==> src/rtl/swm_pkg.sv <==
package swm_pkg;
  typedef enum logic [2:0] {
    ST_IDLE,
    ST_ENTRY,
    ST_ARM_RD,
    ST_READ,
    ST_ARM_PG,
    ST_PROG
  } swm_state_t;

  localparam logic [1:0] OP_READ = 2'b01;
  localparam logic [1:0] OP_PROG = 2'b10;
endpackage

==> src/rtl/swm_line_sync.sv <==
module swm_line_sync #(
  parameter int N = 3
) (
  input  logic         clk,
  input  logic         rst_n,
  input  logic         inv,
  input  logic [N-1:0] pins,
  output logic [N-1:0] lvl
);
  logic [N-1:0] stage1, stage2;
  logic [N-1:0] stage1_n;

  always_comb stage1_n = pins ^ {N{inv}};

  always_ff @(posedge clk or negedge rst_n) begin
    if (!rst_n) begin
      stage1 <= '0;
      stage2 <= '0;
    end else begin
      stage1 <= stage1_n;
      stage2 <= stage1;
    end
  end

  assign lvl = stage2;
endmodule

==> src/rtl/swm_edge.sv <==
module swm_edge #(
  parameter int N = 2
) (
  input  logic         clk,
  input  logic         rst_n,
  input  logic [N-1:0] lvl,
  output logic [N-1:0] rise,
  output logic [N-1:0] fall
);
  logic [N-1:0] prev;

  always_ff @(posedge clk or negedge rst_n) begin
    if (!rst_n) prev <= '0;
    else        prev <= lvl;
  end

  for (genvar i = 0; i < N; i++) begin : g_edge
    assign rise[i] = lvl[i] & ~prev[i];
    assign fall[i] = ~lvl[i] & prev[i];
  end
endmodule

==> src/rtl/swm_entry_shift.sv <==
module swm_entry_shift #(
  parameter int DATA_W = 16,
  parameter int CW_N   = 8,
  parameter int CW_W   = 12,
  parameter int CNT_W  = 5
) (
  input  logic              clk,
  input  logic              rst_n,
  input  logic              clear,
  input  logic              shift,
  input  logic              bit_in,
  input  logic              wide,
  output logic [CW_W-1:0]   ctrl,
  output logic [DATA_W-1:0] data,
  output logic [CNT_W-1:0]  count
);
  logic [CW_W-1:0]   ctrl_sr, ctrl_sr_n;
  logic [DATA_W-1:0] data_sr, data_sr_n;
  logic [CNT_W-1:0]  cnt, cnt_n;
  logic              spill;

  // bit leaving the control window moves into the data register
  assign spill = wide ? ctrl_sr[0] : ctrl_sr[CW_W-CW_N];

  always_comb begin
    ctrl_sr_n = ctrl_sr;
    data_sr_n = data_sr;
    cnt_n     = cnt;
    if (clear) begin
      ctrl_sr_n = '0;
      data_sr_n = '0;
      cnt_n     = '0;
    end else if (shift) begin
      ctrl_sr_n = {bit_in, ctrl_sr[CW_W-1:1]};
      data_sr_n = {spill, data_sr[DATA_W-1:1]};
      cnt_n     = (cnt == '1) ? cnt : cnt + 1'b1;
    end
  end

  always_ff @(posedge clk or negedge rst_n) begin
    if (!rst_n) begin
      ctrl_sr <= '0;
      data_sr <= '0;
      cnt     <= '0;
    end else begin
      ctrl_sr <= ctrl_sr_n;
      data_sr <= data_sr_n;
      cnt     <= cnt_n;
    end
  end

  assign ctrl  = wide ? ctrl_sr : CW_W'(ctrl_sr[CW_W-1:CW_W-CW_N]);
  assign data  = data_sr;
  assign count = cnt;
endmodule

==> src/rtl/swm_word_store.sv <==
module swm_word_store #(
  parameter int WORDS  = 32,
  parameter int DATA_W = 16,
  parameter int ADDR_W = 5
) (
  input  logic              clk,
  input  logic              we,
  input  logic [ADDR_W-1:0] addr,
  input  logic [DATA_W-1:0] wdata,
  output logic [DATA_W-1:0] rdata
);
  logic [DATA_W-1:0] cells [WORDS];

  always_ff @(posedge clk) begin
    if (we) cells[addr] <= wdata;
  end

  assign rdata = cells[addr];
endmodule

==> src/rtl/serial_word_mem.sv <==
module serial_word_mem
  import swm_pkg::*;
#(
  parameter int WORDS       = 32,
  parameter int DATA_W      = 16,
  parameter int CS_W        = 4,
  parameter int PROG_CYCLES = 40
) (
  input  logic            clk,
  input  logic            rst_n,
  input  logic            inv_strap,
  input  logic            wide_strap,
  input  logic [CS_W-1:0] chip_id,
  input  logic            bus_clk,
  input  logic            bus_din,
  input  logic            bus_rec,
  output logic            bus_dout,
  output logic            bus_dout_oe,
  output logic            bus_busy
);
  localparam int ADDR_W = $clog2(WORDS);
  localparam int CW_N   = ADDR_W + 3;
  localparam int CW_W   = CW_N + CS_W;
  localparam int CNT_W  = $clog2(DATA_W + CW_W + 2);
  localparam int PC_W   = $clog2(PROG_CYCLES + 1);
  localparam int HALF   = DATA_W / 2;

  // synchronised, polarity-corrected lines: [2]=rec [1]=clk [0]=din
  logic [2:0] lvl;
  logic [1:0] rise, fall;
  logic       rec_rise, rec_fall, clk_rise, clk_fall;

  swm_line_sync #(.N(3)) u_sync (
    .clk(clk), .rst_n(rst_n), .inv(inv_strap),
    .pins({bus_rec, bus_clk, bus_din}), .lvl(lvl)
  );

  swm_edge #(.N(2)) u_edge (
    .clk(clk), .rst_n(rst_n), .lvl(lvl[2:1]), .rise(rise), .fall(fall)
  );

  assign rec_rise = rise[1];
  assign rec_fall = fall[1];
  assign clk_rise = rise[0];
  assign clk_fall = fall[0];

  // entry shifter
  logic              sh_clear, sh_shift;
  logic [CW_W-1:0]   cw;
  logic [DATA_W-1:0] sh_data;
  logic [CNT_W-1:0]  sh_count;

  swm_entry_shift #(.DATA_W(DATA_W), .CW_N(CW_N), .CW_W(CW_W), .CNT_W(CNT_W)) u_shift (
    .clk(clk), .rst_n(rst_n), .clear(sh_clear), .shift(sh_shift), .bit_in(lvl[0]),
    .wide(wide_strap), .ctrl(cw), .data(sh_data), .count(sh_count)
  );

  // control word fields
  logic [ADDR_W-1:0] f_addr;
  logic              f_half;
  logic [1:0]        f_op;
  logic              f_sel;
  logic [CNT_W-1:0]  cw_len;

  assign f_addr = cw[ADDR_W-1:0];
  assign f_half = cw[ADDR_W];
  assign f_op   = cw[CW_N-1:CW_N-2];
  assign f_sel  = !wide_strap || (cw[CW_W-1:CW_N] == chip_id);
  assign cw_len = wide_strap ? CNT_W'(CW_W) : CNT_W'(CW_N);

  // state
  swm_state_t        st, st_n;
  logic [PC_W-1:0]   pcnt, pcnt_n;
  logic [ADDR_W-1:0] addr_q, addr_n;
  logic              half_q, half_n;
  logic [DATA_W-1:0] wdat_q, wdat_n;
  logic [DATA_W-1:0] osr, osr_n;
  logic              dout_q, dout_n;
  logic              we;
  logic [DATA_W-1:0] rd_word;

  swm_word_store #(.WORDS(WORDS), .DATA_W(DATA_W), .ADDR_W(ADDR_W)) u_store (
    .clk(clk), .we(we), .addr(addr_q), .wdata(wdat_q), .rdata(rd_word)
  );

  always_comb begin
    st_n     = st;
    pcnt_n   = pcnt;
    addr_n   = addr_q;
    half_n   = half_q;
    wdat_n   = wdat_q;
    osr_n    = osr;
    dout_n   = dout_q;
    we       = 1'b0;
    sh_clear = 1'b0;
    sh_shift = 1'b0;
    if (st == ST_PROG) begin
      if (pcnt == '0) begin
        we   = 1'b1;
        st_n = ST_IDLE;
      end else begin
        pcnt_n = pcnt - 1'b1;
      end
    end else if (rec_rise) begin
      sh_clear = 1'b1;
      dout_n   = 1'b0;
      st_n     = ST_ENTRY;
    end else begin
      unique case (st)
        ST_ENTRY: begin
          if (rec_fall) begin
            st_n = ST_IDLE;
            if (f_sel && f_op == OP_READ && sh_count == cw_len) begin
              st_n   = ST_ARM_RD;
              addr_n = f_addr;
              half_n = f_half;
            end else if (f_sel && f_op == OP_PROG &&
                         sh_count == cw_len + CNT_W'(DATA_W)) begin
              st_n   = ST_ARM_PG;
              addr_n = f_addr;
              wdat_n = sh_data;
            end
          end else if (clk_rise) begin
            sh_shift = 1'b1;
          end
        end
        ST_ARM_RD: if (clk_fall) begin
          osr_n = half_q ? (rd_word >> HALF) : rd_word;
          st_n  = ST_READ;
        end
        ST_READ: if (clk_fall) begin
          dout_n = osr[0];
          osr_n  = {1'b0, osr[DATA_W-1:1]};
        end
        ST_ARM_PG: if (clk_fall) begin
          pcnt_n = PC_W'(PROG_CYCLES - 1);
          st_n   = ST_PROG;
        end
        default: ;
      endcase
    end
  end

  always_ff @(posedge clk or negedge rst_n) begin
    if (!rst_n) begin
      st     <= ST_IDLE;
      pcnt   <= '0;
      addr_q <= '0;
      half_q <= 1'b0;
      wdat_q <= '0;
      osr    <= '0;
      dout_q <= 1'b0;
    end else begin
      st     <= st_n;
      pcnt   <= pcnt_n;
      addr_q <= addr_n;
      half_q <= half_n;
      wdat_q <= wdat_n;
      osr    <= osr_n;
      dout_q <= dout_n;
    end
  end

  assign bus_dout_oe = (st == ST_ARM_RD) || (st == ST_READ);
  assign bus_dout    = dout_q ^ inv_strap;
  assign bus_busy    = (st == ST_PROG) ^ inv_strap;
endmodule

==> config.mk <==
export PLATFORM = sky130hd
export DESIGN_NAME = serial_word_mem
export DESIGN_NICKNAME = d
export VERILOG_FILES = /design/src/rtl/swm_pkg.sv /design/src/rtl/swm_line_sync.sv /design/src/rtl/swm_edge.sv /design/src/rtl/swm_entry_shift.sv /design/src/rtl/swm_word_store.sv /design/src/rtl/serial_word_mem.sv
export SDC_FILE = /design/constraint.sdc
export NUM_CORES = 1
export LEC_CHECK = 0
export BUFFER_PORTS_ARGS = -buffer_cell sky130_fd_sc_hd__buf_2
export CAP_MARGIN = 5
export CORE_MARGIN = 5
export CORE_UTILIZATION = 28
export CTS_BUF_LIST = sky130_fd_sc_hd__clkbuf_4
export DETAILED_ROUTE_END_ITERATION = 8
export PLACE_DENSITY = 0.5
export SLEW_MARGIN = 10
export SYNTH_ARGS = -nofsm -noshare
export SYNTH_HDL_FRONTEND = slang
export SYNTH_HIERARCHICAL = 1
export SYNTH_SLANG_ARGS = --single-unit
==> constraint.sdc <==
create_clock -name clk -period 3.2 [get_ports clk]
set_clock_uncertainty 0.2 [all_clocks]
set_input_delay 0.16 -clock clk [delete_from_list [all_inputs] [get_ports clk]]
set_output_delay 0.16 -clock clk [all_outputs]
set_load 0.01 [all_outputs]
==> metrics.txt, run 1 <==
outcome finished clean; Vias/cell 4.62; Yosys reg bits 601; die width 303 um; Switching Fraction 0.218; number of antenna violations at the first check in global routing 2; Synth Cell Area 0.0240 mm2; WP buf/inv 2; Placed Cells 2621; routed len/inst 21.1 um; Die ar. 0.0917 mm2; Post-Synth XOR/XNOR Area 0.00547; most frequent cells in the layout edfxtp_1, mux2i_1, clkbuf_4; mux contribution to synthesized area 0.139; Hold EP u_sync/lvl[2]; Power Dens Cells 549 mW/mm2; TritonCTS buffer count 156; Post-synth EDFFs 512; H-Tree Level Count 4; max_slew headroom 0.177; Cell variety after synth 56; most used cell, CP mux2i_1; R2R Setup Slk 0.25 ns; main combinational cell family by area after synthesis multiplexers; M3 GR Usage 0.0328; DR iter-0 viols 875; # port buffers 13; most common cell after layout, fill and taps aside edfxtp_1; crit-path cells buf_12 -> buf_4 -> mux2i_1 -> o22ai_1 -> nor4_1 -> nand2_1 -> mux2i_1 -> nor2_1 -> a21oi_1 -> o21ai_0; Tcrit/Tclk final 0.921; worst-margin pin slew 1.23 ns; CP Max Fanout 42; grt met1 use 0.174; Fin. Hold Viols 0; CP max stage cell dfrtp_4; Worst Hold Depth 0; core area 0.0851 mm2; sequential share of the synthesized area 0.733; global-route usage over all layers 0.134; Max Fclk 339 MHz; Ys Warns 6; Switch Pwr 0.00341 W; power share of the clock group 0.427; GPL Wtd Cong 0.835; R2R Path End osr[1]; drt drc 0; first-pass GRT wire length 90700 um; area occupied by multi-input gates 0.00593 mm2; clock-pin slew on the worst setup and hold paths 0.07 ns; CTS tree yes; Max Cap Viol 0; Hold Path Origin u_sync/stage1[2]; static leakage 8.68 nW; Hold WC Path Type register to register; gr busiest metal met2; gr ovfl total 0; Slew Limit Fails 0; syn nets 1454; Tmin final 2.95 ns; critical register-to-register path startpoint addr_q[1]; Bufs on Longest Clock Path 3; combinational power share 0.023; Detailed Place HPWL 37700 um; Routed WL 61700 um; Synth Area in Adders 0.00208; Skew-Pair Late Insertion Delay 0.95 ns; number of global-route vias before repair 13812; count of nets after finishing 1673; Mean Syn Cell Area 16.7 um2; RSZ-0062 raised after global routing false; Chip Height 303 um; Post-Syn Instances 1439; Int Pwr 0.0122 W; Cell Count, Final, Fillers Out 2922; Simple-Gate Fraction of Synth Area 0.0510; via count 13498; area delta synth->final 18.6%; clock sinks 601; Req. time, crit path 3.80 ns; ys async rst share 0.148; Most used DFF post-synth edfxtp_1; Routed Antenna Nets 0; initial core utilization 0.282; critical path startpoint category register; Seq pwr share 0.549; Compound-Gate Fraction of Synth Area 0.0480; final setup vio count 0; WS Path Type register to register; share of layout cells above drive strength 1 0.245; Peak supply drop 0.258 mV; reg2reg path depth 10; largest net degree at the start of global routing 50; CP arrival 3.55 ns; Fillers 8352; largest delay contributor family on the critical path buffers and inverters; DR pass1 iterations 4; Critical Path Sink Type register; Storage cell area 0.0176 mm2; post-route setup TNS 0 ns; critical path's largest stage delay 0.58 ns; I/O pins 14; grt met2 use 0.220; clock root cell clkbuf_4; row count 107
[synthesized netlist by cell type, drive strengths merged, types with 3 or more instances]
master | count | area share
mux2i | 291 | 0.12
nand2b | 5 | 0.0013
or4b | 6 | 0.0028
o22ai | 139 | 0.036
dfrtp | 89 | 0.093
nor2 | 76 | 0.012
or3b | 3 | 0.0011
nand4bb | 6 | 0.0028
ha | 4 | 0.0021
a21oi | 11 | 0.0023
mux2 | 35 | 0.018
nor2b | 8 | 0.0021
nor3 | 8 | 0.0017
and2b | 5 | 0.0018
nor4 | 33 | 0.0089
nand3 | 5 | 0.0016
xor2 | 13 | 0.0047
nand2 | 38 | 0.0059
nand3b | 9 | 0.0028
buf | 62 | 0.016
o21ai | 22 | 0.0052
clkbuf | 23 | 0.0038
and2 | 5 | 0.0013
edfxtp | 512 | 0.64
inv | 7 | 0.0011
nand4b | 4 | 0.0015
[sequential cells by signal (all words and copies together), names as in the netlist, 5 cells and up]
register	flops
addr_q	5
osr	16
pcnt	6
u_shift/count	5
u_shift/ctrl_sr	12
u_shift/data	16
u_store/cells	512
wdat_q	16
[cells by family (layout without fill, tap and decap cells)]
family,Yosys count,count (layout)
and+or+nand+nor,220,220
DFF,601,601
muxes,326,326
buffers and inverters,92,426
AOI/OAI and AO/OA,181,181
other,0,5
adders and majority gates,4,4
xor gates and xnor gates,15,15
[routing by layer]
| layer | vias to the layer above | share of wire |
|---|---|---|
| met5 | - | 0 |
| met4 | 0 | 0.024 |
| met3 | 95 | 0.050 |
| met2 | 325 | 0.49 |
| met1 | 6888 | 0.44 |
| li1 | 6190 | - |
[per-stage QoR]
stage / total power (W) / area [um2] / setup WS (ns) / hold slack, ns / utilization
final: 0.0156 / 28500 / 0.254 / 0.147 / 0.334
after global routing: 0.0164 / 28500 / 0.0205 / 0.166 / 0.334
after CTS: 0.0159 / 28500 / 0.108 / 0.134 / 0.334
after detailed placement: 0.00909 / 26200 / 0.126 / 0.0674 / 0.308
after global placement: 0.00908 / 26200 / 0.119 / 0.0566 / 0.308
after floorplan: 0.00899 / 24000 / 0.203 / -0.336 / -
[timing repair]
| action | CTS | global route |
|---|---|---|
| setup endpoints to repair | 0 | 3 |
| endpoints found under the hold margin | 117 | 0 |
| gates resized for setup | 0 | 1 |
| buffers inserted | 0 | 0 |
| hold buffers | 23 | 0 |
[power groups by stage]
stage	clock network, W	logic (W)	registers, W
floorplan	0	0.000279	0.00871
global placement	0	0.000336	0.00875
detailed placement	0	0.000345	0.00875
CTS	0.00693	0.000371	0.00859
global route	0.00736	0.000415	0.00860
finish	0.00668	0.000366	0.00859
[layout make-up]
type | instances | area share
diodes | 5 | 0.000439
clock buffers | 242 | 0.0638
clock inverters | 31 | 0.00725
inverters | 7 | 0.000923
multi-input cells | 746 | 0.208
flip-flops and latches | 601 | 0.618
well taps | 1144 | 0.0503
repair buffers | 146 | 0.0506
[how the worst max path moves through the flow]
stage | start | endpoint | slack (ns) | depth (start not counted)
global placement | addr_q[4] | osr[7] | 0.12 | 11
floorplan | addr_q[1] | u_store/cells[27][0] | 0.20 | 5
detailed placement | addr_q[4] | osr[3] | 0.13 | 9
global route | addr_q[2] | osr[2] | 0.02 | 10
finish | addr_q[1] | osr[1] | 0.25 | 10
CTS | addr_q[4] | osr[3] | 0.11 | 9
No activity file was read; power rests on OpenSTA's default activity.
==> run 2: changes to the inputs <==
CORE_UTILIZATION = 59   (was 28)
PLACE_DENSITY = 0.85   (was 0.5)
==> metrics.txt, run 2 (same netlist as run 1, synthesis figures left out) <==
outcome finished clean; # port buffers 13; Final Total Pwr 0.0149 W; CP arrival 3.60 ns; CP Max Fanout 16; Max Cap Viol 0; first-pass GRT wire length 83500 um; Cell Count, Final, Fillers Out 2264; post-route setup TNS 0 ns; via count 14089; DR pass1 iterations 6; max_slew headroom 0.0556; H-Tree Level Count 4; R2R Path End osr[4]; CTS tree yes; initial core utilization 0.592; Place WS 0.280 ns; die width 212 um; Placed Cells 1999; TritonCTS buffer count 141; I/O pins 14; Die ar. 0.0448 mm2; WS Path Type register to register; number of global-route vias before repair 14359; area delta synth->final 12.9%; drt drc 0; clock-pin slew on the worst setup and hold paths 0.06 ns; Largest Register u_store/cells; clock root cell clkbuf_4; critical register-to-register path startpoint addr_q[3]; Peak supply drop 0.404 mV; Hold WC Path Type input port to register; final setup vio count 0; Slew Limit Fails 0; gr ovfl total 0; most frequent cells in the layout edfxtp_1, mux2i_1, clkbuf_4; Req. time, crit path 3.69 ns; critical path startpoint category register; Power Dens Cells 549 mW/mm2; Skew-Pair Late Insertion Delay 0.82 ns; global-route usage over all layers 0.249; Bufs on Longest Clock Path 3; GPL Wtd Cong 0.880; critical path's largest stage delay 0.64 ns; worst-margin pin slew 1.42 ns; Vias/cell 6.22; worst setup margin 0.0901 ns; Routed WL 55200 um; Worst Hold Depth 6; R2R Setup Slk 0.09 ns; core area 0.0406 mm2; RSZ-0062 raised after global routing false; Max Fclk 322 MHz; Critical Path Sink Type register; count of nets after finishing 1645; row count 74; CP max stage cell nor4_1; crit-path cells buf_4 -> nand4bb_1 -> buf_4 -> o22ai_1 -> nor4_1 -> nand2_1 -> mux2_2 -> o22ai_1 -> o21ai_0; Hold EP half_q; Detailed Place HPWL 33000 um; reg2reg path depth 9; routed len/inst 24.4 um; max reg flops 512; Fillers 2564; most common cell after layout, fill and taps aside edfxtp_1; Tcrit/Tclk final 0.972; clock sinks 601; number of antenna violations at the first check in global routing 1; Tmin final 3.11 ns; share of layout cells above drive strength 1 0.217; Setup Fix Bufs, Post-CTS 0; Routed Antenna Nets 0; Hold Path Origin chip_id[3]; largest net degree at the start of global routing 62; DR iter-0 viols 1475; Chip Height 212 um; static leakage 8.42 nW; Fin Hold WS 0.0715 ns; Fin. Hold Viols 0
[run 2: cell count changes in the layout (fill, tap and decap cells not counted), moves of 5 or more]
cell      change
inv_2         +5
buf_4         +6
buf_12       -16
clkinv_1     +17
clkbuf_4     -47
[run 2: how the worst max path moves through the flow]
stage,startpoint,cells past startpoint,end
floorplan,addr_q[1],5,u_store/cells[27][0]
global placement,addr_q[4],10,osr[7]
detailed placement,addr_q[3],9,osr[4]
CTS,u_sync/lvl[2],7,addr_q[0]
global route,addr_q[3],9,osr[4]
finish,addr_q[3],9,osr[4]
[run 2: through the flow]
stage,cell area [um2],utilization
2_1_floorplan,24000,-
3_3_place_gp,25100,0.620
3_5_place_dp,25100,0.620
4_1_cts,27100,0.668
5_1_grt,27100,0.668
6_report,27100,0.668
[run 2: cell type report]
type                       instances  area (um2)  share of cell area
multi-input combinational        746        5930               0.219
antenna                            1        2.50           0.0000923
sequential                       601       17600               0.650
clock buffer                     195        1460              0.0540
tap                              532         666              0.0246
clock inverter                    49         277              0.0102
inverter                           7        26.3            0.000969
timing repair buffer             133        1140              0.0419
[run 2: repair_timing]
| item | CTS | global route |
|---|---|---|
| endpoints found under the hold margin | 111 | 0 |
| hold buffers | 20 | 0 |
| resized for setup | 0 | 0 |
| setup endpoints to repair | 0 | 0 |
[run 2: critical path, delay by kind of cell (launching register included)]
family | cells | cell delay (ns)
and+or+nand+nor | 3 | 0.95
DFF | 1 | 0.55
AOI/OAI and AO/OA | 3 | 0.45
buffers and inverters | 2 | 0.53
muxes | 1 | 0.29
[run 2: routing by layer]
metal / up-vias / share of wire / global-route usage
li1: 6132 / - / -
met1: 6916 / 0.37 / 0.332
met2: 897 / 0.48 / 0.397
met3: 144 / 0.11 / 0.0599
met4: 0 / 0.038 / 0.106
met5: - / 0 / 0
[run 2: report_power, final]
group	switching, W	leakage [nW]	internal (W)
Sequential	0.000105	4.80	0.00848
Clock	0.00287	1.03	0.00306
Combinational	0.000217	2.59	0.000148
Total	0.00319	8.42	0.0117
==> run 3: changes to the inputs <==
CELL_PAD_IN_SITES_DETAIL_PLACEMENT = 0   (was not set)
CELL_PAD_IN_SITES_GLOBAL_PLACEMENT = 2   (was not set)
CORE_UTILIZATION = 45   (was 59)
PLACE_DENSITY = 0.84   (was 0.85)
==> metrics.txt, run 3 (same netlist as run 1, synthesis figures left out) <==
static leakage 8.54 nW; Critical path origin addr_q[1]; Placed Cells 2166; Design Area, Final 0.0275 mm2; number of global-route vias before repair 13441; gr ovfl total 0; via count 13372; Critical Path Sink Type register; area delta synth->final 14.7%; placed cell areas 0.0255 mm2; clock root cell clkbuf_4; Hold WC Path Type register to register; Max Cap Viol 0; count of nets after finishing 1662; Tcrit/Tclk final 0.952; Largest Register u_store/cells; drt drc 0; Req. time, crit path 3.72 ns; DR pass1 iterations 4; post-route setup TNS 0 ns; Routed Antenna Nets 0; Fin Hold WS 0.148 ns; Fin. Hold Viols 0; Max Fclk 328 MHz; Detailed Place HPWL 32900 um; Routed WL 53700 um; critical path's largest stage delay 0.63 ns; die width 241 um; Cell Count, Final, Fillers Out 2440; clock sinks 601; Chip Height 241 um; Peak supply drop 0.293 mV; area occupied by multi-input gates 0.00593 mm2; routed len/inst 22.0 um; Vias/cell 5.48; Worst Setup EP osr[3]; Fillers 4316; initial core utilization 0.455; Crit path depth 9; RSZ-0062 raised after global routing false; I/O pins 14; max reg flops 512; CTS tree yes; DR iter-0 viols 1103; Die ar. 0.0581 mm2; outcome finished clean; first-pass GRT wire length 81600 um; R2R Setup Slk 0.15 ns; H-Tree Level Count 4; # port buffers 13; global-route usage over all layers 0.188; critical path startpoint category register; largest delay contributor family on the critical path simple AND/OR/NAND/NOR gates; GPL Wtd Cong 0.841; Power Dens Cells 548 mW/mm2; reg2reg path depth 9; core area 0.0528 mm2; row count 84; Slew Limit Fails 0; number of antenna violations at the first check in global routing 1; Storage cell area 0.0176 mm2; CP arrival 3.57 ns; Skew-Pair Late Insertion Delay 0.87 ns; R2R Path End osr[3]; crit-path cells buf_12 -> buf_12 -> mux2i_1 -> o22ai_1 -> nor4_1 -> nand2_1 -> mux2_2 -> o22ai_1 -> o21ai_0; final setup vio count 0; critical register-to-register path startpoint addr_q[1]; CP Max Fanout 30; Bufs on Longest Clock Path 3; WP buf/inv 2; share of layout cells above drive strength 1 0.232; CP max stage cell dfrtp_4; TritonCTS buffer count 147; Tmin final 3.05 ns; max_slew headroom 0.149; WS Path Type register to register; largest net degree at the start of global routing 56; clock-pin slew on the worst setup and hold paths 0.06 ns; most common cell after layout, fill and taps aside edfxtp_1; most frequent cells in the layout edfxtp_1, mux2i_1, clkbuf_4; worst-margin pin slew 1.28 ns
-- run 3: changes by cell type in the layout (fill, tap and decap cells not counted) --
cell	before	now
dlygate4sd3_1	19	18
clkinv_2	1	8
nor4_1	32	31
clkbuf_4	195	208
buf_4	93	100
dfrtp_1	88	86
nor4_2	1	2
inv_2	8	5
clkinv_4	1	0
dfrtp_2	0	2
clkinv_1	35	28
buf_12	8	13
-- run 3: how the worst min path moves through the flow --
stage | start | end | slack, ns | cells after the start
floorplan | rst_n | addr_q[0] | -0.34 | 0
global placement | rst_n | pcnt[5] | 0.07 | 1
detailed placement | rst_n | pcnt[5] | 0.08 | 1
CTS | u_sync/stage1[2] | u_sync/lvl[2] | 0.15 | 0
global route | u_sync/stage1[1] | u_sync/lvl[1] | 0.16 | 0
finish | u_sync/stage1[1] | u_sync/lvl[1] | 0.15 | 0
-- run 3: final cells by class --
type / count / share of cell area
clock inverters: 45 / 0.00963
repair buffers: 144 / 0.0464
diodes: 1 / 0.0000909
clock buffers: 208 / 0.0567
multi-input cells: 746 / 0.215
well taps: 688 / 0.0313
flip-flops and latches: 601 / 0.639
inverters: 7 / 0.000954
-- run 3: where the power goes --
part / total [W] / switching, W / leakage [nW] / internal [W]
Combinational: 0.000389 / 0.000234 / 2.65 / 0.000155
Sequential: 0.00857 / 0.0000858 / 4.80 / 0.00849
Clock: 0.00612 / 0.00288 / 1.09 / 0.00323
Total: 0.0151 / 0.00320 / 8.54 / 0.0119
-- run 3: per-stage QoR --
stage / util / power (W) / setup slack [ns]
2_1_floorplan: - / 0.00899 / 0.203
3_3_place_gp: 0.483 / 0.00909 / 0.0721
3_5_place_dp: 0.483 / 0.00910 / 0.124
4_1_cts: 0.521 / 0.0153 / 0.106
5_1_grt: 0.522 / 0.0157 / 0.0578
6_report: 0.522 / 0.0151 / 0.153
-- run 3: routing by layer --
metal  track usage  vias up  wire [um]
met2         0.273      406      24000
met3        0.0378       78       3300
met5             0        -          0
met4        0.0809        0       1740
met1         0.277     6723      24700
li1              -     6165          -
-- run 3: worst register-to-register path, cell delays in order (launching register included) --
cell and delay, ns:
dfrtp_4 0.63, buf_12 0.31, buf_12 0.25, mux2i_1 0.22, o22ai_1 0.12, nor4_1 0.57, nand2_1 0.13, mux2_2 0.28
o22ai_1 0.11, o21ai_0 0.10
-- run 3: what timing repair did --
| action | 4_1_cts | 5_1_grt |
|---|---|---|
| gates resized for setup | 0 | 1 |
| hold buffers | 19 | 0 |
| endpoints found under the setup margin | 0 | 2 |
| buffers inserted | 0 | 1 |
| endpoints found under the hold margin | 111 | 0 |
